$ cat config.mk
export PLATFORM = sky130hd
export DESIGN_NAME = ccu_top
export DESIGN_NICKNAME = d
export VERILOG_FILES = /design/src/rtl/ccu_pkg.sv /design/src/rtl/ccu_rdy_timer.sv /design/src/rtl/ccu_switch.sv /design/src/rtl/ccu_top.sv
export SDC_FILE = /design/constraint.sdc
export NUM_CORES = 1
export LEC_CHECK = 0
export BUFFER_PORTS_ARGS = -buffer_cell sky130_fd_sc_hd__buf_2
export CORE_UTILIZATION = 40
export DETAILED_ROUTE_END_ITERATION = 7
export PLACE_DENSITY = 0.6
export SYNTH_ARGS = -nofsm -noshare
export SYNTH_HDL_FRONTEND = slang
export SYNTH_HIERARCHICAL = 1
export SYNTH_SLANG_ARGS = --single-unit
$ cat constraint.sdc
create_clock -name clk_i -period 1.86 [get_ports clk_i]
set_input_delay 0.093 -clock clk_i [delete_from_list [all_inputs] [get_ports clk_i]]
set_output_delay 0.093 -clock clk_i [all_outputs]
set_load 0.005 [all_outputs]
$ cat src/rtl/ccu_pkg.sv
package ccu_pkg;

  typedef enum logic [1:0] {
    SRC_INT = 2'd0,
    SRC_EXT = 2'd1,
    SRC_PLL = 2'd2,
    SRC_RSV = 2'd3
  } src_e;

  // source index: 0 internal, 1 external, 2 main pll, 3 secondary pll
  localparam int unsigned NSRC  = 4;
  localparam int unsigned NSYS  = 3;
  localparam int unsigned REG_W = 32;

  localparam int unsigned EN_POS  [NSRC] = '{0, 16, 24, 28};
  localparam int unsigned RDY_POS [NSRC] = '{1, 17, 25, 29};
  localparam int unsigned BYP_POS = 18;
  localparam int unsigned CSS_POS = 19;

  localparam logic [REG_W-1:0] PLLCFG_RST = 32'h2400_3010;

  localparam int unsigned A_CTRL = 0;
  localparam int unsigned A_CFG  = 1;
  localparam int unsigned A_PLL  = 2;

endpackage

$ cat src/rtl/ccu_rdy_timer.sv
module ccu_rdy_timer #(
  parameter int unsigned DLY     = 4,
  parameter bit          RST_RDY = 1'b0
) (
  input  logic clk_i,
  input  logic rst_ni,
  input  logic en_i,
  output logic rdy_o
);

  localparam int unsigned CW = (DLY > 1) ? $clog2(DLY) : 1;

  logic [CW-1:0] cnt_q;
  logic          rdy_q;

  always_ff @(posedge clk_i or negedge rst_ni) begin
    if (!rst_ni) begin
      cnt_q <= '0;
      rdy_q <= RST_RDY;
    end else if (!en_i) begin
      cnt_q <= '0;
      rdy_q <= 1'b0;
    end else if (!rdy_q) begin
      if (cnt_q == CW'(DLY - 1)) rdy_q <= 1'b1;
      else                       cnt_q <= cnt_q + 1'b1;
    end
  end

  assign rdy_o = rdy_q;

  assert_rdy_drop_R3: assert property (@(posedge clk_i) disable iff (!rst_ni)
    !en_i |=> !rdy_o);

  assert_rdy_needs_en_R2: assert property (@(posedge clk_i) disable iff (!rst_ni)
    $rose(rdy_o) |-> $past(en_i));

endmodule

$ cat src/rtl/ccu_switch.sv
module ccu_switch
  import ccu_pkg::*;
(
  input  logic            clk_i,
  input  logic            rst_ni,
  input  src_e            req_i,
  input  logic [NSRC-1:0] rdy_i,
  output src_e            stat_o,
  output src_e            stat_nxt_o
);

  src_e stat_q;
  logic req_rdy;

  always_comb begin
    unique case (req_i)
      SRC_INT: req_rdy = rdy_i[0];
      SRC_EXT: req_rdy = rdy_i[1];
      SRC_PLL: req_rdy = rdy_i[2];
      default: req_rdy = 1'b0;
    endcase
  end

  assign stat_nxt_o = req_rdy ? req_i : stat_q;

  always_ff @(posedge clk_i or negedge rst_ni) begin
    if (!rst_ni) stat_q <= SRC_INT;
    else         stat_q <= stat_nxt_o;
  end

  assign stat_o = stat_q;

  assert_stat_to_ready_R5: assert property (@(posedge clk_i) disable iff (!rst_ni)
    (stat_q != $past(stat_q)) |-> $past(rdy_i[stat_q]));

  assert_stat_pending_R6: assert property (@(posedge clk_i) disable iff (!rst_ni)
    !req_rdy |=> $stable(stat_q));

  assert_stat_legal_R5: assert property (@(posedge clk_i) disable iff (!rst_ni)
    stat_q != SRC_RSV);

endmodule

$ cat src/rtl/ccu_top.sv
module ccu_top
  import ccu_pkg::*;
#(
  parameter int unsigned ADDR_W   = 3,
  parameter int unsigned INT_DLY  = 2,
  parameter int unsigned EXT_DLY  = 6,
  parameter int unsigned PLL_DLY  = 10,
  parameter int unsigned SPLL_DLY = 8
) (
  input  logic              clk_i,
  input  logic              rst_ni,
  input  logic              bus_we_i,
  input  logic [ADDR_W-1:0] bus_addr_i,
  input  logic [REG_W-1:0]  bus_wdata_i,
  output logic [REG_W-1:0]  bus_rdata_o,
  output logic [1:0]        sys_sel_o
);

  localparam int unsigned    DLY_TAB [NSRC] = '{INT_DLY, EXT_DLY, PLL_DLY, SPLL_DLY};
  localparam logic [NSRC-1:0] EN_RST = NSRC'(1);

  logic [NSRC-1:0] en_q, en_wr, rdy, keep;
  logic            byp_q, css_q;
  logic [REG_W-1:0] pll_q;
  src_e            req_q, stat, stat_nxt;
  logic            wr_ctrl, wr_cfg, wr_pll;

  assign wr_ctrl = bus_we_i && (bus_addr_i == ADDR_W'(A_CTRL));
  assign wr_cfg  = bus_we_i && (bus_addr_i == ADDR_W'(A_CFG));
  assign wr_pll  = bus_we_i && (bus_addr_i == ADDR_W'(A_PLL));

  // hold the enable of the running source and of the one being switched in
  always_comb begin
    keep           = '0;
    keep[stat]     = 1'b1;
    keep[stat_nxt] = 1'b1;
  end

  for (genvar i = 0; i < NSRC; i++) begin : g_src
    if (i < NSYS) begin : g_sys
      assign en_wr[i] = bus_wdata_i[EN_POS[i]] | keep[i];
    end else begin : g_aux
      assign en_wr[i] = bus_wdata_i[EN_POS[i]];
    end

    ccu_rdy_timer #(
      .DLY     (DLY_TAB[i]),
      .RST_RDY (i == 0)
    ) u_timer (
      .clk_i  (clk_i),
      .rst_ni (rst_ni),
      .en_i   (en_q[i]),
      .rdy_o  (rdy[i])
    );
  end

  always_ff @(posedge clk_i or negedge rst_ni) begin
    if (!rst_ni) begin
      en_q  <= EN_RST;
      byp_q <= 1'b0;
      css_q <= 1'b0;
    end else if (wr_ctrl) begin
      en_q  <= en_wr;
      byp_q <= bus_wdata_i[BYP_POS];
      css_q <= bus_wdata_i[CSS_POS];
    end
  end

  always_ff @(posedge clk_i or negedge rst_ni) begin
    if (!rst_ni)                                       req_q <= SRC_INT;
    else if (wr_cfg && (bus_wdata_i[1:0] != SRC_RSV)) req_q <= src_e'(bus_wdata_i[1:0]);
  end

  always_ff @(posedge clk_i or negedge rst_ni) begin
    if (!rst_ni)     pll_q <= PLLCFG_RST;
    else if (wr_pll) pll_q <= bus_wdata_i;
  end

  ccu_switch u_switch (
    .clk_i      (clk_i),
    .rst_ni     (rst_ni),
    .req_i      (req_q),
    .rdy_i      (rdy & NSRC'(7)),
    .stat_o     (stat),
    .stat_nxt_o (stat_nxt)
  );

  always_comb begin
    bus_rdata_o = '0;
    if (bus_addr_i == ADDR_W'(A_CTRL)) begin
      for (int i = 0; i < NSRC; i++) begin
        bus_rdata_o[EN_POS[i]]  = en_q[i];
        bus_rdata_o[RDY_POS[i]] = rdy[i];
      end
      bus_rdata_o[BYP_POS] = byp_q;
      bus_rdata_o[CSS_POS] = css_q;
    end else if (bus_addr_i == ADDR_W'(A_CFG)) begin
      bus_rdata_o[1:0] = req_q;
      bus_rdata_o[3:2] = stat;
    end else if (bus_addr_i == ADDR_W'(A_PLL)) begin
      bus_rdata_o = pll_q;
    end
  end

  assign sys_sel_o = stat;

  assert_sel_enabled_R7: assert property (@(posedge clk_i) disable iff (!rst_ni)
    en_q[stat]);

  assert_rdy_readonly_R4: assert property (@(posedge clk_i) disable iff (!rst_ni)
    (wr_ctrl && !en_q[1] && bus_wdata_i[RDY_POS[1]]) |=> !rdy[1]);

  assert_req_no_rsv_R8: assert property (@(posedge clk_i) disable iff (!rst_ni)
    req_q != SRC_RSV);

endmodule

-- After elaboration in Yosys (flattened, before gate mapping)
Index checks and enable logic that the tools add are counted.
- input bits: 38
- logic and storage cells: 93
- output and inout port bits: 34
- flip-flop bits (word level): 57
- bitwise operators: 4
- multiplexer cells: 41
- eq/ne operators: 15
- reduce and logical (&&, ||, !) cells: 11
- $lt $le $gt $ge: 4
- add/sub/neg operators: 4
- operators by type and width (kind ; count):
    $mux W32 ; 1
    $mux W28 ; 1
    $mux W4 ; 6
    $mux W3 ; 6
    $mux W1 ; 17
    $ne A2 B2 Y1 const B ; 8
    $mux W14 ; 1
    $mux W2 ; 6
    $add A3 B1 Y3 const B ; 2
    $eq A3 B3 Y1 const B ; 2
    $logic_and A1 B1 Y1 ; 6
    $lt A2 B3 Y1 const B ; 2
    $reduce_and A2 Y1 ; 3
    $add A4 B1 Y4 const B ; 1
    $demux W1 S2 ; 2
    $eq A4 B4 Y1 const B ; 1
    $ge A2 B1 Y1 const B ; 2
    $eq A3 B1 Y1 const B ; 1
    $eq A3 B2 Y1 const B ; 1
    $logic_not A3 Y1 ; 1
    $or A1 B1 Y1 ; 3
    $or A3 B3 Y3 ; 1
    $pmux W1 S3 ; 1
    $eq A2 B1 Y1 const B ; 1
    other kinds (3) ; 3

-- Longest topological paths before layout
Gate-level depths: netlist (run 1).
- word-level depth: 9
- depth in mapped cells: 6
- gate-level depth less buffers: 6

-- Hierarchy
The synthesis (run 1) kept the hierarchy.
- by module, submodules not included (module ; cells an instance ; seq. area each (um^2) ; times used ; area an instance (um^2)):
    ccu_top ; 159 ; 1008.5 ; 1 ; 1963.1
    ccu_rdy_timer at g_src[2].u_timer ; 24 ; 125.1 ; 1 ; 267.8
    ccu_rdy_timer at g_src[1].u_timer ; 18 ; 100.1 ; 1 ; 211.5
    ccu_rdy_timer at g_src[3].u_timer ; 16 ; 100.1 ; 1 ; 188.9
    ccu_switch ; 12 ; 50.0 ; 1 ; 103.8
    ccu_rdy_timer at g_src[0].u_timer ; 5 ; 51.3 ; 1 ; 70.1

-- Worst setup path before layout (run 1)
No wires, ideal clock.
- path kind: register to register
- from: register g_src[3].u_timer.cnt_q[0]
- to: register g_src[3].u_timer.cnt_q[0]
- path buffers: 0
- cell stages (with the launch flop): 5
- slack: 0.528 ns
- required time: 1.782 ns
- arrival time: 1.254 ns
- clock period less this slack: 1.332 ns
- library setup time: 0.078 ns
- cell sequence: dfrtp_1 ha_1 ha_1 or3_1 a21boi_1
- longest elaborated chain between the ends: 4
- elaborated cells between the ends (all ways): 7
- classes of those cells: add/sub (1); eq/ne (2); mux (3); reduce/logical (1)
- ends and longest elaborated chain (item ; line ; text):
    from (decl) ; ccu_rdy_timer.sv:13 ; logic [CW-1:0] cnt_q;
    from (signal assigned) ; ccu_rdy_timer.sv:25 ; else cnt_q <= cnt_q + 1'b1;
    $add A3 B1 Y3 ; ccu_rdy_timer.sv:25 ;
    $mux W3 ; ccu_rdy_timer.sv:24 ; if (cnt_q == CW'(DLY - 1)) rdy_q <= 1'b1;
    $mux W3 ; ccu_rdy_timer.sv:23 ; end else if (!rdy_q) begin
    $mux W3 ; ccu_rdy_timer.sv:20 ; end else if (!en_i) begin
Several ways; a longest one is shown, not always the timed one. The select of a mux whose other input is x is not followed.
A chain may end at the register's enable or synchronous reset.

-- Final worst setup path (run 1)
- from: register en_q[0]
- to: output bus_rdata_o[0]
- longest elaborated chain between the ends: 1
- ends and longest elaborated chain (item ; line ; text):
    from (decl) ; ccu_top.sv:22 ; logic [NSRC-1:0] en_q, en_wr, rdy, keep;
    from (signal assigned) ; ccu_top.sv:63 ; en_q <= en_wr;
    $mux W2 ; ccu_top.sv:90 ; if (bus_addr_i == ADDR_W'(A_CTRL)) begin
    to (decl) ; ccu_top.sv:15 ; output logic [REG_W-1:0] bus_rdata_o,
Every way passes these cells.

==> results_dict.tcl, run 1 <==
set metrics [dict create \
    ant_nets 0 \
    hp-class "input port to flip-flop" \
    power.share.combinational_pct 22.6 \
    seqPwrFrac_pct 49.5 \
    syn-num-nets 277 \
    period_share_pct 85.9 \
    p_sw_uw 1080 \
    yosysWarnings 6 \
    cpMaxStageDelayCell "dfstp_2" \
    grt_max_degree 58 \
    die_h_um 85.7 \
    antennaDiodeCount 0 \
    worstPathCellList "mux2i_1 > or2_2 > a21oi_1 > buf_2" \
    io_buffer_count 71 \
    sw_frac_of_total_pct 29.2 \
    fin_tns_setup_ns 0 \
    tightest_slew_ns 0.430 \
    syn_avg_cell_area_sq_um 12.0 \
    ir_drop_v 0.000457 \
    dpl_cell_area_sq_mm 0.00326 \
    dp_hpwl_um 3920 \
    clock_latency_ns 0.33 \
    relSlewSlack_pct 71.2 \
    cp-end-kind "primary output" \
    cts_buffers 9 \
    cts_tree "done" \
    core_sq_mm 0.00679 \
    status "completed" \
    timing.max_cap.violations 0 \
    max_stage_delay_ns 0.55 \
    leakage_uw 0.00181 \
    antenna_found_initial 0 \
    start_kind "flip-flop" \
    drt-total-wl_um 5890 \
    critPathKind "flip-flop to primary output" \
    pin_count 72 \
    final_net_count 383 \
    groute.usage.overall_pct 17.4 \
    syn-cell-area_sq_mm 0.00280 \
    route.vias.total 2096 \
    grt_pass1_wl_um 9490 \
    clockBufferDepth 2 \
    stdcell_area_sq_mm 0.00372 \
    grt_pass1_vias 1960 \
    clkTransAtPathRegs_ns 0.06 \
    clkPwrFrac_pct 27.9 \
    start_util_pct 41.2 \
    finalPower_uw 3690 \
    cp_num_buf_inv 1 \
    root_buffer "clkbuf_8" \
    critical_path_required_ns 1.77 \
    gp_congestion 0.713 \
    dr.first_iter.drc_count 70 \
    wl_per_cell_um 13.4 \
    drive_gt1_share_pct 41.3 \
    clock_sinks 57 \
    rsz0062_at_grt "false" \
    htreeDepth 3 \
    areaGrowthSynthToFinish_pct 32.7 \
    overflow 0 \
    die_area_sq_mm 0.00734 \
    fin_crit_ns 1.60 \
    path_delay_family "flip-flops" \
    drcViolationCount 0 \
    slew_viol_final 0 \
    skew_ns 0.00781 \
    fp-row-count 30 \
    setup_viol 0 \
    p_int_uw 2610 \
    fp.dieW_um 85.7 \
    drtPass1Iterations 6 \
    timing.fmax_mhz 626 \
    cellPowerDensity_mw_per_mm2 993 \
    path_max_fanout 4 \
    cp.arrival_ns 1.51 \
    cts_setup_buffers 0 \
    finalHoldViolCount 0 \
    synthCells 233 \
    hold-worst-slack_ns 0.0157 \
    viasPerCell 4.76 \
]
-- cell usage in the layout, fill, tap and decap left out, types with 6 or more instances in the layout --
cell type	instances
mux2i_1	15
nor2b_1	9
nand2_1	10
inv_1	8
dfstp_2	7
buf_2	71
dfrtp_1	50
mux2_2	35
clkbuf_8	11
and2_1	21
dlygate4sd3_1	28
a21oi_1	6
nor2_1	16
ha_1	6
-- what timing repair did --
| action | in CTS | in global routing |
|---|---|---|
| hold endpoints to repair | 78 | 0 |
| hold buffers | 28 | 0 |
| gates resized for setup | 0 | 0 |
-- cell type report --
type                            instances  area (sq um)
Multi-Input combinational cell        156          1260
Inverter                               10          37.5
Clock inverter                          3          15.0
Sequential cell                        57          1440
Fill cell                             597          3080
Tap cell                               96           120
Clock buffer                           13           159
Timing Repair Buffer                  105           693
-- flip-flops by register name, indices dropped and copies added, names as in the netlist --
name and count:
byp_q 1, en_q 4, g_src.u_timer/rdy_o 4, css_q 1
g_src.u_timer/cnt_q 11, req_q 2, pll_q 32, u_switch/stat_o 2
-- metrics by stage --
| stage | setup slack, ns | utilization [%] | cells |
|---|---|---|---|
| floorplan | 0.528 | - | 233 |
| global placement | 0.414 | 48.0 | 396 |
| detailed placement | 0.371 | 48.0 | 396 |
| CTS | 0.253 | 54.7 | 440 |
| global route | 0.152 | 54.7 | 440 |
| finish | 0.261 | 54.7 | 440 |
-- power groups by stage --
| stage | Combinational [uW] | Sequential, uW | Clock, uW |
|---|---|---|---|
| 4_1_cts | 848 | 1830 | 1060 |
| 3_3_place_gp | 769 | 1840 | 0 |
| 3_5_place_dp | 799 | 1850 | 0 |
| 6_report | 835 | 1830 | 1030 |
| 2_1_floorplan | 595 | 1770 | 0 |
| 5_1_grt | 945 | 1880 | 1130 |
-- path summary, 6_finish.rpt --
check,end,cells past startpoint,start,slack (ns)
max,bus_rdata_o[0],4,en_q[0]$_DFFE_PN1P_,0.26
min,css_q$_DFFE_PN0P_,2,bus_wdata_i[19],0.02
max reg2reg,g_src[3].u_timer/cnt_q[0]$_DFFE_PN0P_,4,g_src[3].u_timer/cnt_q[0]$_DFFE_PN0P_,0.42
min reg2reg,g_src[0].u_timer/rdy_o$_DFF_PN1_,1,en_q[0]$_DFFE_PN1P_,0.47
max in group asynchronous,pll_q[29]$_DFFE_PN1P_,3,rst_ni,1.26
min in group asynchronous,pll_q[6]$_DFFE_PN0P_,3,rst_ni,0.28
-- metal layers --
metal / global-route usage [%] / share of wire [%]
met2: 25.4 / 48
met3: 4.52 / 3.7
met1: 23.9 / 48
met4: 8.64 / 0.93
met5: 0 / 0
No activity file was read; power rests on OpenSTA's default activity.
==> inputs of run 2 (changes only) <==
BUFFER_PORTS_ARGS = -buffer_cell sky130_fd_sc_hd__buf_4   (was -buffer_cell sky130_fd_sc_hd__buf_2)
CAP_MARGIN = 20   (was unset)
==> results_dict.tcl, run 2 (synthesized netlist as in run 1, its figures left out) <==
set metrics [dict create \
    status "completed" \
    r2r.worst_path.cells 6 \
    cpMaxStageDelayCell "dfstp_2" \
    relSlewSlack_pct 51.9 \
    multiInputGateArea_sq_mm 0.00126 \
    clkPwrFrac_pct 27.3 \
    timing.max_cap.violations 0 \
    startpoint "en_q[0]$_DFFE_PN1P_" \
    viasPerCell 4.71 \
    path_delay_family "flip-flops" \
    timing.fmax_mhz 615 \
    seqPwrFrac_pct 48.8 \
    cp.arrival_ns 1.53 \
    rsz0062_at_grt "false" \
    groute.usage.overall_pct 17.9 \
    wl_per_cell_um 13.5 \
    critPathKind "flip-flop to primary output" \
    p_sw_uw 1060 \
    areaGrowthSynthToFinish_pct 39.1 \
    ant_nets 0 \
    fin_tns_setup_ns 0 \
    hold-worst-slack_ns 0.0163 \
    grt_pass1_wl_um 10100 \
    hp-class "input port to flip-flop" \
    io_buffer_count 71 \
    dr.first_iter.drc_count 75 \
    htreeDepth 3 \
    dp_hpwl_um 3900 \
    fin_crit_ns 1.63 \
    stdcell_area_sq_mm 0.00390 \
    cts_buffers 9 \
    route.vias.total 2072 \
    root_buffer "clkbuf_8" \
    cp_num_cells 4 \
    reg2reg_from "req_q[0]$_DFFE_PN0P_" \
    cts_setup_buffers 0 \
    pin_count 72 \
    ff_latch_area_sq_mm 0.00144 \
    ir_drop_v 0.000654 \
    final_cell_mix "74 x buf_4, 50 x dfrtp_1, 35 x mux2_2" \
    die_area_sq_mm 0.00734 \
    setup_viol 0 \
    holdBufCountCts 30 \
    endpoint "bus_rdata_o[0]" \
    start_kind "flip-flop" \
    path_max_fanout 4 \
    critical_path_required_ns 1.77 \
    drt-total-wl_um 5930 \
    cts_resized 0 \
    antennaDiodeCount 0 \
    antenna_found_initial 0 \
    final_common_cell "buf_4" \
    final_net_count 383 \
    clkTransAtPathRegs_ns 0.06 \
    finalHoldViolCount 0 \
    start_util_pct 41.2 \
    dp_slack_ns 0.347 \
    p_int_uw 2670 \
    fp-row-count 30 \
    slew_viol_final 0 \
    sw_frac_of_total_pct 28.4 \
    core_sq_mm 0.00679 \
    power.share.combinational_pct 23.9 \
    drive_gt1_share_pct 39.8 \
    skew_ns 0.00422 \
    clock_sinks 57 \
    largest_register_ffs 32 \
    r2r_setup_slack_ns 0.42 \
    drtPass1Iterations 6 \
    gp_congestion 0.768 \
    clock_latency_ns 0.33 \
    fp.dieW_um 85.7 \
    period_share_pct 87.4 \
    drcViolationCount 0 \
    fin_util_pct 57.3 \
    clockBufferDepth 2 \
    worstPathCellList "mux2i_1 > or2_2 > a21oi_1 > buf_4" \
    overflow 0 \
    dpl_cell_area_sq_mm 0.00343 \
    cellPowerDensity_mw_per_mm2 958 \
    cp-end-kind "primary output" \
    r2r-end "en_q[2]$_DFFE_PN0P_" \
    tightest_slew_ns 0.722 \
    grt_pass1_vias 2053 \
    num-fill-cells 608 \
    cts_tree "done" \
    max_stage_delay_ns 0.56 \
    regMostFlops "pll_q" \
    die_h_um 85.7 \
    grt_max_degree 58 \
    cp_num_buf_inv 1 \
    reg.largest.list "pll_q: 32 flops, g_src.u_timer/cnt_q: 11 flops" \
    worst_slack_ns 0.235 \
    leakage_uw 0.00183 \
]
==> run 2: metrics by stage <==
stage / std cells / power [uW]
2_1_floorplan: 233 / 2360
3_3_place_gp: 394 / 2660
3_5_place_dp: 394 / 2690
4_1_cts: 440 / 3790
5_1_grt: 440 / 4000
6_report: 440 / 3730
==> run 2: metal layers <==
| metal | GRT usage, % | up-vias | routed length (um) |
|---|---|---|---|
| li1 | - | 1022 | - |
| met2 | 28.2 | 44 | 2890 |
| met3 | 6.26 | 6 | 278 |
| met1 | 23.4 | 1000 | 2700 |
| met5 | 0 | - | 0 |
| met4 | 4.85 | 0 | 58 |
==> run 2: worst min-delay path by stage <==
stage	end	start	slack (ns)	cells after the start
floorplan	byp_q$_DFFE_PN0P_	rst_ni	-0.20	0
global placement	pll_q[11]$_DFFE_PN0P_	rst_ni	0.21	1
detailed placement	pll_q[9]$_DFFE_PN0P_	rst_ni	0.21	1
CTS	pll_q[1]$_DFFE_PN0P_	bus_wdata_i[1]	0.004	2
global route	pll_q[16]$_DFFE_PN0P_	bus_wdata_i[16]	0.005	2
finish	pll_q[1]$_DFFE_PN0P_	bus_wdata_i[1]	0.02	2
==> run 2: cell type report <==
| cell class | count | area share (%) |
|---|---|---|
| clock buffers | 16 | 4.37 |
| inverters | 10 | 0.963 |
| multi-input cells | 156 | 32.3 |
| flip-flops and latches | 57 | 36.8 |
| well taps | 96 | 3.08 |
| repair buffers | 105 | 22.5 |
==> run 2: power by group through the flow <==
stage               Clock (uW)  Combinational, uW  Sequential [uW]
detailed placement           0                850             1840
global route              1120               1010             1880
CTS                       1060                905             1820
finish                    1020                891             1820
global placement             0                822             1840
floorplan                    0                595             1770
==> inputs of run 3 (changes only) <==
CTS_BUF_LIST = sky130_fd_sc_hd__clkbuf_8   (was unset)
==> results_dict.tcl, run 3 (synthesized netlist as in run 1, its figures left out) <==
set metrics [dict create \
    status "completed" \
    whs_path_depth 2 \
    drtPass1Iterations 6 \
    stdcell_area_sq_mm 0.00390 \
    min_from "bus_wdata_i[1]" \
    cpMaxStageDelayCell "dfstp_2" \
    dpl_cell_area_sq_mm 0.00343 \
    io_buffer_count 71 \
    cts_buffers 9 \
    multiInputGateArea_sq_mm 0.00126 \
    num-fill-cells 608 \
    clockBufferDepth 2 \
    rsz0062_at_grt "false" \
    drt-total-wl_um 5930 \
    power.share.combinational_pct 24.0 \
    cts_resized 0 \
    path_delay_family "flip-flops" \
    clock_latency_ns 0.33 \
    final_net_count 383 \
    relSlewSlack_pct 51.9 \
    cp-end-kind "primary output" \
    cp.arrival_ns 1.53 \
    finalHoldViolCount 0 \
    die_h_um 85.7 \
    final_common_cell "buf_4" \
    overflow 0 \
    timing.max_cap.violations 0 \
    reg.largest.list "pll_q: 32 flops, g_src.u_timer/cnt_q: 11 flops" \
    reg2reg_from "req_q[0]$_DFFE_PN0P_" \
    r2r_setup_slack_ns 0.41 \
    holdBufCountCts 30 \
    max_stage_delay_ns 0.56 \
    start_kind "flip-flop" \
    period_share_pct 87.4 \
    ir_drop_v 0.000638 \
    regMostFlops "pll_q" \
    die_area_sq_mm 0.00734 \
    grt_max_degree 58 \
    min_to "pll_q[1]$_DFFE_PN0P_" \
    largest_register_ffs 32 \
    groute.usage.overall_pct 17.8 \
    antenna_found_initial 0 \
    r2r.worst_path.cells 6 \
    gp_congestion 0.768 \
    setup_viol 0 \
    cp_num_buf_inv 1 \
    ff_latch_area_sq_mm 0.00144 \
    skew_ns 0.00432 \
    leakage_uw 0.00185 \
    cellPowerDensity_mw_per_mm2 952 \
    drive_gt1_share_pct 39.8 \
    hp-class "input port to flip-flop" \
    fin_tns_setup_ns 0 \
    timing.fmax_mhz 615 \
    fp.dieW_um 85.7 \
    final_cell_mix "74 x buf_4, 50 x dfrtp_1, 35 x mux2_2" \
    tightest_slew_ns 0.721 \
    htreeDepth 3 \
    cts_tree "done" \
    slew_viol_final 0 \
    p_sw_uw 1060 \
    grt_pass1_wl_um 10000 \
    path_max_fanout 4 \
    grt_pass1_vias 2054 \
    clock_sinks 57 \
    fin_crit_ns 1.63 \
    root_buffer "clkbuf_8" \
    clkTransAtPathRegs_ns 0.06 \
    route.vias.total 2071 \
    wl_per_cell_um 13.5 \
    r2r-end "en_q[2]$_DFFE_PN0P_" \
    critPathKind "flip-flop to primary output" \
    areaGrowthSynthToFinish_pct 39.1 \
    hold-worst-slack_ns 0.0162 \
    dr.first_iter.drc_count 70 \
    pin_count 72 \
    cts_setup_buffers 0 \
    sw_frac_of_total_pct 28.7 \
    worstPathCellList "mux2i_1 > or2_2 > a21oi_1 > buf_4" \
    start_util_pct 41.2 \
    seqPwrFrac_pct 49.1 \
    viasPerCell 4.71 \
    ant_nets 0 \
    fp-row-count 30 \
    critical_path_required_ns 1.77 \
    fin_util_pct 57.3 \
    p_int_uw 2640 \
    clkPwrFrac_pct 26.9 \
    dp_hpwl_um 3900 \
    core_sq_mm 0.00679 \
    startpoint "en_q[0]$_DFFE_PN1P_" \
    drcViolationCount 0 \
    antennaDiodeCount 0 \
]
run 3: through the flow:
stage / cells / power, uW / setup slack [ns]
finish: 440 / 3710 / 0.235
global route: 440 / 3970 / 0.134
CTS: 440 / 3760 / 0.201
detailed placement: 394 / 2690 / 0.347
global placement: 394 / 2660 / 0.380
floorplan: 233 / 2360 / 0.528
run 3: layer usage:
metal / share of wire (%) / global-route usage [%] / up-vias
met4: 0.98 / 4.85 / 0
met1: 46 / 23.3 / 997
met5: 0 / 0 / -
li1: - / - / 1025
met3: 4.3 / 6.26 / 6
met2: 49 / 28.2 / 43
run 3: cell type report:
type / count / area share [%]
repair buffers: 105 / 22.5
multi-input cells: 156 / 32.3
inverters: 10 / 0.963
clock buffers: 11 / 3.89
flip-flops and latches: 57 / 36.8
clock inverters: 5 / 0.482
well taps: 96 / 3.08
run 3: worst max-delay path by stage:
stage | endpoint | slack, ns | cells after the start
2_1_floorplan | g_src[3].u_timer/cnt_q[0]$_DFFE_PN0P_ | 0.53 | 4
3_3_place_gp | pll_q[15]$_DFFE_PN0P_ | 0.38 | 5
3_5_place_dp | pll_q[7]$_DFFE_PN0P_ | 0.35 | 5
4_1_cts | bus_rdata_o[0] | 0.20 | 4
5_1_grt | bus_rdata_o[0] | 0.13 | 4
6_report | bus_rdata_o[0] | 0.23 | 4
run 3: power by group through the flow:
stage	Clock [uW]	Sequential, uW	Combinational (uW)
floorplan	0	1770	595
global placement	0	1840	822
detailed placement	0	1840	850
CTS	1030	1820	905
global route	1090	1880	1010
finish	997	1820	891
run 3: worst reg2reg max path: stages, from the launching register on:
cell	delay [ns]
dfrtp_1	0.45
nand2_1	0.09
a21boi_1	0.14
o21ai_1	0.22
inv_1	0.09
a221oi_1	0.25
a21oi_1	0.10
